## src/rtl/wdog_prescaled.sv

```systemverilog
module wdog_prescaled #(
  parameter int CW    = 16,
  parameter int PULSE = 16
) (
  input  logic          clk,
  input  logic          rst_n,
  input  logic [2:0]    src_tick,
  input  logic          bus_sel,
  input  logic          bus_we,
  input  logic [3:0]    bus_addr,
  input  logic [CW-1:0] bus_wdata,
  output logic [CW-1:0] bus_rdata,
  output logic          wdt_rst_o
);
  localparam int PW  = 10;
  localparam int PLW = $clog2(PULSE + 1);

  logic [CW-1:0]  lim_q, cnt_q;
  logic [5:0]     ctl_q;
  logic           en_q, trip_q;
  logic [PW-1:0]  pre_q, pre_lim;
  logic [PLW-1:0] pls_q;
  logic [2:0]     code_c;
  logic           tick_sel;

  wire wr     = bus_sel & bus_we;
  wire wr_lim = wr && bus_addr[3:2] == 2'd0;
  wire wr_en  = wr && bus_addr[3:2] == 2'd1;
  wire wr_cnt = wr && bus_addr[3:2] == 2'd2;
  wire wr_ctl = wr && bus_addr[3:2] == 2'd3;

  always_comb begin
    if (ctl_q[0])      tick_sel = src_tick[0];
    else if (ctl_q[1]) tick_sel = src_tick[1];
    else if (ctl_q[2]) tick_sel = src_tick[2];
    else               tick_sel = 1'b0;
  end

  assign code_c  = (ctl_q[5:3] > 3'd5) ? 3'd5 : ctl_q[5:3];
  assign pre_lim = PW'((32'd1 << (32'(code_c) * 2)) - 32'd1);

  wire match = en_q & ~trip_q & (cnt_q == lim_q);
  wire adv   = en_q & ~trip_q & ~match & tick_sel;
  wire step  = adv & (pre_q == pre_lim);

  always_ff @(posedge clk) begin
    if (!rst_n) begin
      lim_q  <= '0;
      cnt_q  <= '0;
      ctl_q  <= '0;
      en_q   <= 1'b0;
      trip_q <= 1'b0;
      pre_q  <= '0;
      pls_q  <= '0;
    end else begin
      if (wr_lim) lim_q <= bus_wdata;
      if (wr_ctl) ctl_q <= bus_wdata[5:0];
      if (wr_en)  en_q  <= bus_wdata[0];

      if (!en_q)    pre_q <= '0;
      else if (adv) pre_q <= step ? '0 : pre_q + 1'b1;

      if (wr_cnt)    cnt_q <= bus_wdata;
      else if (step) cnt_q <= cnt_q + 1'b1;

      if (!en_q)      trip_q <= 1'b0;
      else if (match) trip_q <= 1'b1;

      if (match)              pls_q <= PLW'(PULSE);
      else if (pls_q != '0)   pls_q <= pls_q - 1'b1;
    end
  end

  assign wdt_rst_o = (pls_q != '0);

  always_comb begin
    case (bus_addr[3:2])
      2'd0:    bus_rdata = lim_q;
      2'd1:    bus_rdata = {{(CW-1){1'b0}}, en_q};
      2'd2:    bus_rdata = cnt_q;
      default: bus_rdata = {{(CW-6){1'b0}}, ctl_q};
    endcase
  end
endmodule


```

## config.mk

```make
export PLATFORM = sky130hd
export DESIGN_NAME = wdog_prescaled
export DESIGN_NICKNAME = d
export VERILOG_FILES = /design/src/rtl/wdog_prescaled.sv
export SDC_FILE = /design/constraint.sdc
export NUM_CORES = 1
export LEC_CHECK = 0
export ABC_CLOCK_PERIOD_IN_PS = 3700
export BUFFER_PORTS_ARGS = -buffer_cell sky130_fd_sc_hd__buf_2
export CAP_MARGIN = 20
export CELL_PAD_IN_SITES_DETAIL_PLACEMENT = 0
export CELL_PAD_IN_SITES_GLOBAL_PLACEMENT = 1
export CORE_ASPECT_RATIO = 1.1
export CORE_MARGIN = 3
export CORE_UTILIZATION = 43
export CTS_CLUSTER_SIZE = 12
export DETAILED_ROUTE_END_ITERATION = 10
export PLACE_DENSITY = 0.79
export SYNTH_ARGS = -nofsm -noshare
export SYNTH_HDL_FRONTEND = slang
export SYNTH_SLANG_ARGS = --single-unit
export TNS_END_PERCENT = 5
```

## constraint.sdc

```tcl
create_clock -name clk -period 3.7 [get_ports clk]
set_input_delay 0.74 -clock clk [delete_from_list [all_inputs] [get_ports clk]]
set_output_delay 0.74 -clock clk [all_outputs]
set_load 0.005 [all_outputs]
```

==> results of run 1 <==
==> worst max-delay path, cell delays in order, from the launching register on <==
cell and delay (ps):
dfxtp_1 390, or3_2 530, ha_1 250, xnor2_1 190, xnor2_1 130, a2111oi_4 400
nand4b_2 360, or3_1 440, nand3_1 80
==> final cells by class <==
cell class | count | area, µm² | area share
multi-input combinational | 323 | 2160 | 0.578
timing repair buffer | 45 | 235 | 0.0631
clock inverter | 1 | 5.00 | 0.00134
sequential | 55 | 1100 | 0.295
tap | 105 | 131 | 0.0352
clock buffer | 7 | 76.3 | 0.0205
inverter | 6 | 22.5 | 0.00604
==> cell usage in the layout, fill, tap and decap left out, drive strengths merged, types with 2 or more instances in the layout <==
cell | Yosys | layout
a211oi | 7 | 7
a21boi | 18 | 18
a21oi | 6 | 6
a22o | 5 | 5
a22oi | 3 | 3
a31oi | 2 | 2
and2 | 4 | 4
and3 | 9 | 9
and4 | 2 | 2
and4b | 2 | 2
buf | 5 | 45
clkbuf | 24 | 7
dfxtp | 55 | 55
ha | 5 | 5
inv | 6 | 6
mux2 | 6 | 6
mux2i | 23 | 23
nand2 | 58 | 58
nand3 | 17 | 17
nand4 | 12 | 12
nand4b | 6 | 6
nor2 | 39 | 39
nor2b | 9 | 9
nor3 | 13 | 13
nor3b | 2 | 2
nor4 | 6 | 6
nor4b | 5 | 5
o211ai | 3 | 3
o21ai | 10 | 10
or3 | 4 | 4
xnor2 | 32 | 32
xor2 | 2 | 2
==> sequential cells by signal (all words and copies together) (netlist names) <==
register,flops
ctl_q,6
lim_q,16
en_q,1
cnt_q,16
pre_q,10
pls_q,5
trip_q,1
==> report_power, final <==
part / switching, W / internal, W
sequential: 0.0000603 / 0.000642
combinational: 0.000172 / 0.000160
clock: 0.000196 / 0.000134
total: 0.000428 / 0.000936
==> final timing paths <==
kind	startpoint	end	slack, ps	cells after the start
hold reg to reg	lim_q[14]	lim_q[14]	500	2
setup reg to reg	ctl_q[3]	cnt_q[9]	880	8
setup / recovery	ctl_q[3]	cnt_q[9]	880	8
hold / removal	lim_q[14]	lim_q[14]	500	2
==> through the flow <==
| step | total power, W | util |
|---|---|---|
| finish | 0.00136 | 0.493 |
| global route | 0.00146 | 0.493 |
| CTS | 0.00138 | 0.493 |
| detailed placement | 0.00105 | 0.483 |
| global placement | 0.00104 | 0.483 |
| floorplan | 0.000957 | - |
==> cell families (layout without fill, tap and decap cells) <==
kind of cell    after synthesis  after routing
buf+inv                      35             59
simple gates                191            191
fa+ha+maj                     5              5
flops                        55             55
compound gates               63             63
xor+xnor                     34             34
mux                          30             30
==> metal layers <==
layer | GRT usage | share of wire
met3 | 0.0280 | 0.036
met4 | 0.0542 | 0.0099
met1 | 0.228 | 0.45
met2 | 0.350 | 0.50
met5 | 0 | 0
==> metrics.txt, run 1 <==
status finished clean; vias post-DR 2964; Vias/cell 5.47; Final ANT Viol Nets 0; post-synthesis compound-gate area fraction 0.141; Rel. slew slack 0.391; Post-Syn Area 0.00339 mm²; Initial Util 0.449; CP Capture Type flip-flop; clk_lat worst skew 310 ps; Placed Area 0.00365 mm²; CTS buffer count 5; layout cells sized above 1 0.151; final wirelength 8270 µm; Syn Inst Count 413; # hold bufs at CTS 0; syn avg cell area 8.22 µm²; Core Area 0.00756 mm²; area leader, netlist dfxtp_1; Die Area 0.00899 mm²; largest net degree at the start of global routing 59; combinational family with the most area after synthesis simple AND/OR/NAND/NOR gates; Final Net Count 468; DIE WIDTH 90.7 µm; synth unique cells 52; DRC errors left 0; Setup-failing EPs final 0; CTS resizes 0; antenna violations before repair 0; Tcrit/Tclk final 0.763; crit path kind flip-flop to flip-flop; simple-gate portion of the synthesized area 0.294; Yosys reg bits 55; global-route wire length before repair 14000 µm; wire per inst 15.3 µm; Top Ports 44; total global-route track usage 0.190; clk root buf clkbuf_8; Antenna diodes 0; # clock sinks 55; Cell Rows 33; Area growth syn-to-layout 9.85%; most frequent cell after synthesis nand2_1; Synth async-reset ratio 0; I/O Buffers 41; GPL Wtd Cong 0.774; Max clock buf depth 2; Post-CTS Setup Repair Bufs 0; Hold WC Path Type flip-flop to flip-flop; synth warn 0; Lkg Pwr 1.45 nW; CTS tree done; Synth top area share 0.324; worst slack, placed 897 ps; Achievable Freq 354 MHz; Crit Path Max Fanout 8; router iterations before antenna repair 4; CP Data Required Time 3960 ps; global route overflow 0; final clock skew 7.54 ps; worst vdd ir 0.147 mV; Setup TNS 0 ps; Seq/Total Area, Yosys 0.324; mux cell area share after synthesis 0.0944; MaxCap Viol Count 0; Worst Max-Slew Pin Slew 914 ps; Synth area leaders dfxtp_1 (32%), xnor2_1 (8.3%), mux2i_1 (6.8%); Worst-path clk slew 100 ps; Slew Limit Fails 0; drt first-iter violations 134; H-tree depth 2; Adder-Cell Fraction of Synth Area 0.0184; minimum clock period 2820 ps; vias in the first global route 3007; top post-synthesis cells by count nand2_1 (58), dfxtp_1 (55), nor2_1 (39); Post-synth EDFFs 0; dominant synthesized flop cell dfxtp_1; Final Cell Area 0.00373 mm²; DP HPWL 5860 µm; Final Hold Fails 0; WHS 501 ps; Die Ht 99.2 µm; RSZ-0062 raised after global routing false; Mapped Nets 445; Pwr Density 366 mW/mm²; fin cells 542; CP startpoint kind flip-flop; Filler cells 767; Setup WS post-layout 876 ps; crit path DAT 3080 ps; dpl cells 534; xor/xnor share of the synthesized area 0.0878
Power figures use the tool's default switching activity.
==> run 2: changes to the inputs <==
ABC_CLOCK_PERIOD_IN_PS = 2300   (was 3700)
CORE_UTILIZATION = 39   (was 43)
PLACE_DENSITY = 0.76   (was 0.79)
clock period = 2.3 ns   (was 3.7 ns; I/O delays follow)
==> run 2 against run 1 <==
  * The flow now finishes with violations (negative setup slack)
  * Global-route usage fell by 0.34 points
  * First-iteration DRC count fell by 14%
  * Die area rose by 9.6%
  * Critical endpoint is now cnt_q[12]
  * Largest cell class unchanged
==> metrics.txt, run 2 (same netlist as run 1, synthesis figures left out) <==
CP Capture Type flip-flop; H-tree depth 2; Hold WC Path Type input port to flip-flop; GPL Wtd Cong 0.795; final wirelength 8610 µm; antenna violations before repair 0; layout cells sized above 1 0.232; vias in the first global route 3020; DIE WIDTH 94.9 µm; Crit Path Max Fanout 4; Rel. slew slack 0.660; worst vdd ir 0.249 mV; CTS buffer count 5; Post-CTS Setup Repair Bufs 0; CTS tree done; Sw Pwr 0.000713 W; Worst Max-Slew Pin Slew 508 ps; Achievable Freq 431 MHz; clk root buf clkbuf_8; final clock skew 7.33 ps; Sequential Power Share 0.463; Max clock buf depth 2; I/O Buffers 41; worst reg2reg path depth 9; Initial Util 0.404; Setup-failing EPs final 2; # hold bufs at CTS 0; commonest non-fill, non-tap cell in the layout nand2_1; Final Hold Fails 0; largest net degree at the start of global routing 28; router iterations before antenna repair 4; Setup WS post-layout -20.1 ps; drt first-iter violations 115; violated checks negative setup slack; Final Net Count 502; MaxCap Viol Count 0; RSZ-0062 raised after global routing true; Cell Rows 35; crit path kind flip-flop to flip-flop; biggest regs cnt_q x16, lim_q x16, pre_q x10; Comb power frac 0.271; Antenna diodes 0; Final Cell Area 0.00410 mm²; DP HPWL 6520 µm; Clk network pwr share 0.266; Setup TNS -30.5 ps; most frequent cells in the layout nand2_1 (58), dfxtp_1 (53), buf_2 (41), nor2_1 (39), buf_4 (36); Lkg Pwr 1.66 nW; vias post-DR 3106; Top Ports 44; CP Data Required Time 2500 ps; minimum clock period 2320 ps; DRC errors left 0; total global-route track usage 0.186; global route overflow 0; Area growth syn-to-layout 20.9%; Vias/cell 5.35; hold path depth 2; status finished with violations; Tcrit/Tclk final 1.01; Final Power 0.00239 W; Slew Limit Fails 0; wire per inst 14.8 µm; # clock sinks 55; Layout Utilization 0.488; clk_lat worst skew 310 ps; Worst-path clk slew 100 ps; Pwr Density 583 mW/mm²; Internal Power 0.00168 W; Die Ht 104 µm; net switching fraction of the power 0.298; Die Area 0.00986 mm²; crit path DAT 2520 ps; CP startpoint kind flip-flop; global-route wire length before repair 14800 µm; Placed Area 0.00394 mm²; Core Area 0.00841 mm²; Final ANT Viol Nets 0
==> run 2: changes by cell type in the layout (fill, tap and decap cells not counted), sizes merged <==
| cell | previous run | this run |
|---|---|---|
| buf | 45 | 79 |
| bufinv | 0 | 1 |
| clkbuf | 7 | 6 |
| clkinv | 1 | 0 |
==> run 2: timing repair <==
item | CTS | global route
pin swaps | 5 | 5
cloned | 0 | 0
resized for setup | 5 | 7
endpoints found under the setup margin | 22 | 23
==> run 2: power by group through the flow <==
stage          logic, W  clock network [W]  registers [W]
6_report       0.000649           0.000636        0.00111
5_1_grt        0.000735           0.000697        0.00112
4_1_cts        0.000652           0.000653        0.00111
3_5_place_dp   0.000643                  0        0.00113
3_3_place_gp   0.000630                  0        0.00112
2_1_floorplan  0.000433                  0        0.00111
==> run 2: worst max-delay path, cell delays in order, from the launching register on <==
cell,delay [ps]
dfxtp_2,330
or3_4,400
ha_4,190
xnor2_4,140
xnor2_2,150
a2111oi_4,200
buf_4,200
nand4b_4,130
and3_1,170
or3_1,300
==> run 2: worst paths after layout <==
path / start / end / slack (ps)
setup reg to reg: ctl_q[5] / cnt_q[12] / -20
setup / recovery: ctl_q[5] / cnt_q[12] / -20
hold / removal: bus_wdata[10] / cnt_q[10] / 380
hold reg to reg: trip_q / trip_q / 490
==> run 2: routing by layer <==
metal	wire (µm)	vias to the layer above	part of all wire	track usage
li1	-	1580	-	-
met1	4020	1467	0.47	0.246
met2	4240	51	0.49	0.315
met3	245	8	0.028	0.0298
met4	104	0	0.012	0.0412
met5	0	-	0	0
==> run 2: layout make-up <==
type | instances | area, µm²
clock buffer | 6 | 72.6
tap | 111 | 139
clock inverter | 1 | 30.0
timing repair buffer | 79 | 498
inverter | 6 | 22.5
sequential | 55 | 1100
multi-input combinational | 323 | 2240
fill | 867 | 4310
==> run 2: through the flow <==
step	std cells	setup WS (ps)	hold WS, ps
after CTS	581	-32.5	376
after global routing	581	-136	376
final	581	-20.1	380
after global placement	574	-95.1	452
after floorplan	413	-160	441
after detailed placement	574	-124	468
==> run 3: changes to the inputs <==
ABC_CLOCK_PERIOD_IN_PS = 2520   (was 2300)
CORE_UTILIZATION = 43   (was 39)
PLACE_DENSITY = 0.79   (was 0.76)
clock period = 2.52 ns   (was 2.3 ns; I/O delays follow)
==> run 3 against run 2 <==
  * The flow now finishes without violations
  * Final cell count fell by 2.8%
  * Global-route usage up 1.7 points
  * First-iteration DRC count increased by 23%
  * Hold slack better by 41 ps
  * Clock-buffer cell count unchanged
  * Wire length rose by 2.5%
  * Sequential power decreased by 8%
  * Non-clock buffer count down 11
  * Die area decreased by 8.7%
  * Sequential share of layout area is 0.92 points higher
  * Largest cell class unchanged
  * Largest power group unchanged
==> metrics.txt, run 3 (same netlist as run 1, synthesis figures left out) <==
status finished clean; Lkg Pwr 1.59 nW; Top Ports 44; commonest non-fill, non-tap cell in the layout nand2_1; R2R Path Start ctl_q[3]; Cell Rows 33; DP HPWL 6490 µm; crit path kind flip-flop to flip-flop; Max clock buf depth 2; worst vdd ir 0.214 mV; Hold WC Path Type input port to flip-flop; total global-route track usage 0.203; crit path DAT 2560 ps; global route overflow 0; CTS tree done; Achievable Freq 424 MHz; final clock skew 12.9 ps; met2 usage 0.368; Initial Util 0.449; CTS resizes 0; wire per inst 15.6 µm; slowest CP cell or3_4; Core Area 0.00756 mm²; CP startpoint kind flip-flop; RSZ-0062 raised after global routing false; Area growth syn-to-layout 16.6%; most frequent cells in the layout nand2_1 (58), dfxtp_1 (55), buf_2 (41), nor2_1 (39), xnor2_1 (32); Filler cells 744; global-route wire length before repair 14900 µm; drt first-iter violations 141; Setup-failing EPs final 0; CTS buffer count 5; GPL Wtd Cong 0.814; biggest regs cnt_q x16, lim_q x16, pre_q x10; clk root buf clkbuf_8; CP Data Required Time 2720 ps; Layout Utilization 0.524; gr busiest metal met2; clk_lat worst skew 320 ps; cell-by-cell trace of the critical path or3_4 -> ha_4 -> xnor2_1 -> xnor2_1 -> a2111oi_4 -> buf_4 -> nand4b_4 -> and3_1 -> or3_1; Die Ht 99.2 µm; Final Hold Fails 0; Worst R2R End cnt_q[12]; cell mode on critical path xnor2_1; I/O Buffers 41; Vias/cell 5.49; layout cells sized above 1 0.200; # clock sinks 55; Rel. slew slack 0.629; H-tree depth 2; largest net degree at the start of global routing 25; Worst-path clk slew 100 ps; CP peak stage delay 410 ps; fin cells 565; sink of the worst hold path cnt_q[10]; CP Capture Type flip-flop; dpl cells 556; minimum clock period 2360 ps; worst reg2reg path depth 9; DRC errors left 0; Die Area 0.00899 mm²; Worst Max-Slew Pin Slew 554 ps; Final Net Count 491; grt met3 use 0.0318; vias post-DR 3102; final wirelength 8820 µm; vias in the first global route 3052; hold path depth 2; DIE WIDTH 90.7 µm; router iterations before antenna repair 5; Crit Path Max Fanout 4; reg2reg setup slack 160 ps; Final ANT Viol Nets 0; MaxCap Viol Count 0; Setup TNS 0 ps; Antenna diodes 0; antenna violations before repair 0; Tcrit/Tclk final 0.935; grt met1 use 0.251; Pwr Density 558 mW/mm²; hold_sp bus_wdata[10]; Slew Limit Fails 0
==> run 3: cell count changes in the layout (fill, tap and decap cells not counted), moves of 2 or more <==
| cell | previous run | this run |
|---|---|---|
| xnor2_1 | 30 | 32 |
| dfxtp_2 | 2 | 0 |
| buf_4 | 36 | 27 |
| dfxtp_1 | 53 | 55 |
| nor3_1 | 11 | 13 |
| buf_6 | 2 | 0 |
==> run 3: critical path, delay by kind of cell, from the launching register on <==
family / cells / cell delay [ps]
buf+inv: 1 / 200
xor+xnor: 2 / 300
simple gates: 4 / 1040
flops: 1 / 320
compound gates: 1 / 200
fa+ha+maj: 1 / 180
==> run 3: final cells by class <==
class | count | area, µm² | area share
tap | 105 | 131 | 0.0332
inverter | 6 | 22.5 | 0.00569
timing repair buffer | 68 | 408 | 0.103
clock inverter | 2 | 38.8 | 0.00980
multi-input combinational | 323 | 2170 | 0.549
sequential | 55 | 1100 | 0.278
clock buffer | 6 | 82.6 | 0.0209
==> run 3: metrics by stage <==
stage                     setup slack [ps]  power (W)  instance area, µm²  hold slack, ps
final                                  163    0.00221                3960             421
after global routing                  37.2    0.00234                3960             425
after CTS                             47.3    0.00223                3950             413
after detailed placement              57.8    0.00159                3830             465
after global placement                91.3    0.00157                3830             452
after floorplan                       58.2    0.00141                3410             441
==> run 3: worst max path at each step <==
stage	slack [ps]	depth (start not counted)	end	startpoint
after CTS	50	8	cnt_q[12]	ctl_q[3]
after detailed placement	60	8	cnt_q[12]	ctl_q[3]
final	160	9	cnt_q[12]	ctl_q[3]
after global routing	40	10	cnt_q[15]	ctl_q[3]
after global placement	90	8	cnt_q[12]	ctl_q[3]
after floorplan	60	9	cnt_q[12]	ctl_q[5]
==> run 3: layer usage <==
| layer | vias to the layer above | part of all wire | routed length, µm |
|---|---|---|---|
| met5 | - | 0 | 0 |
| met4 | 0 | 0.0091 | 80 |
| met3 | 6 | 0.034 | 296 |
| met2 | 60 | 0.51 | 4530 |
| met1 | 1477 | 0.44 | 3920 |
| li1 | 1559 | - | - |
==> run 3: where the power goes <==
part           switching, W  internal, W  total, W
registers         0.0000774     0.000943   0.00102
logic              0.000278     0.000271  0.000549
clock network      0.000310     0.000328  0.000638
total              0.000666      0.00154   0.00221
==> run 3: repair_timing <==
item,4_1_cts,5_1_grt
setup buffers,0,1
hold buffers,0,0
endpoints found under the setup margin,0,16
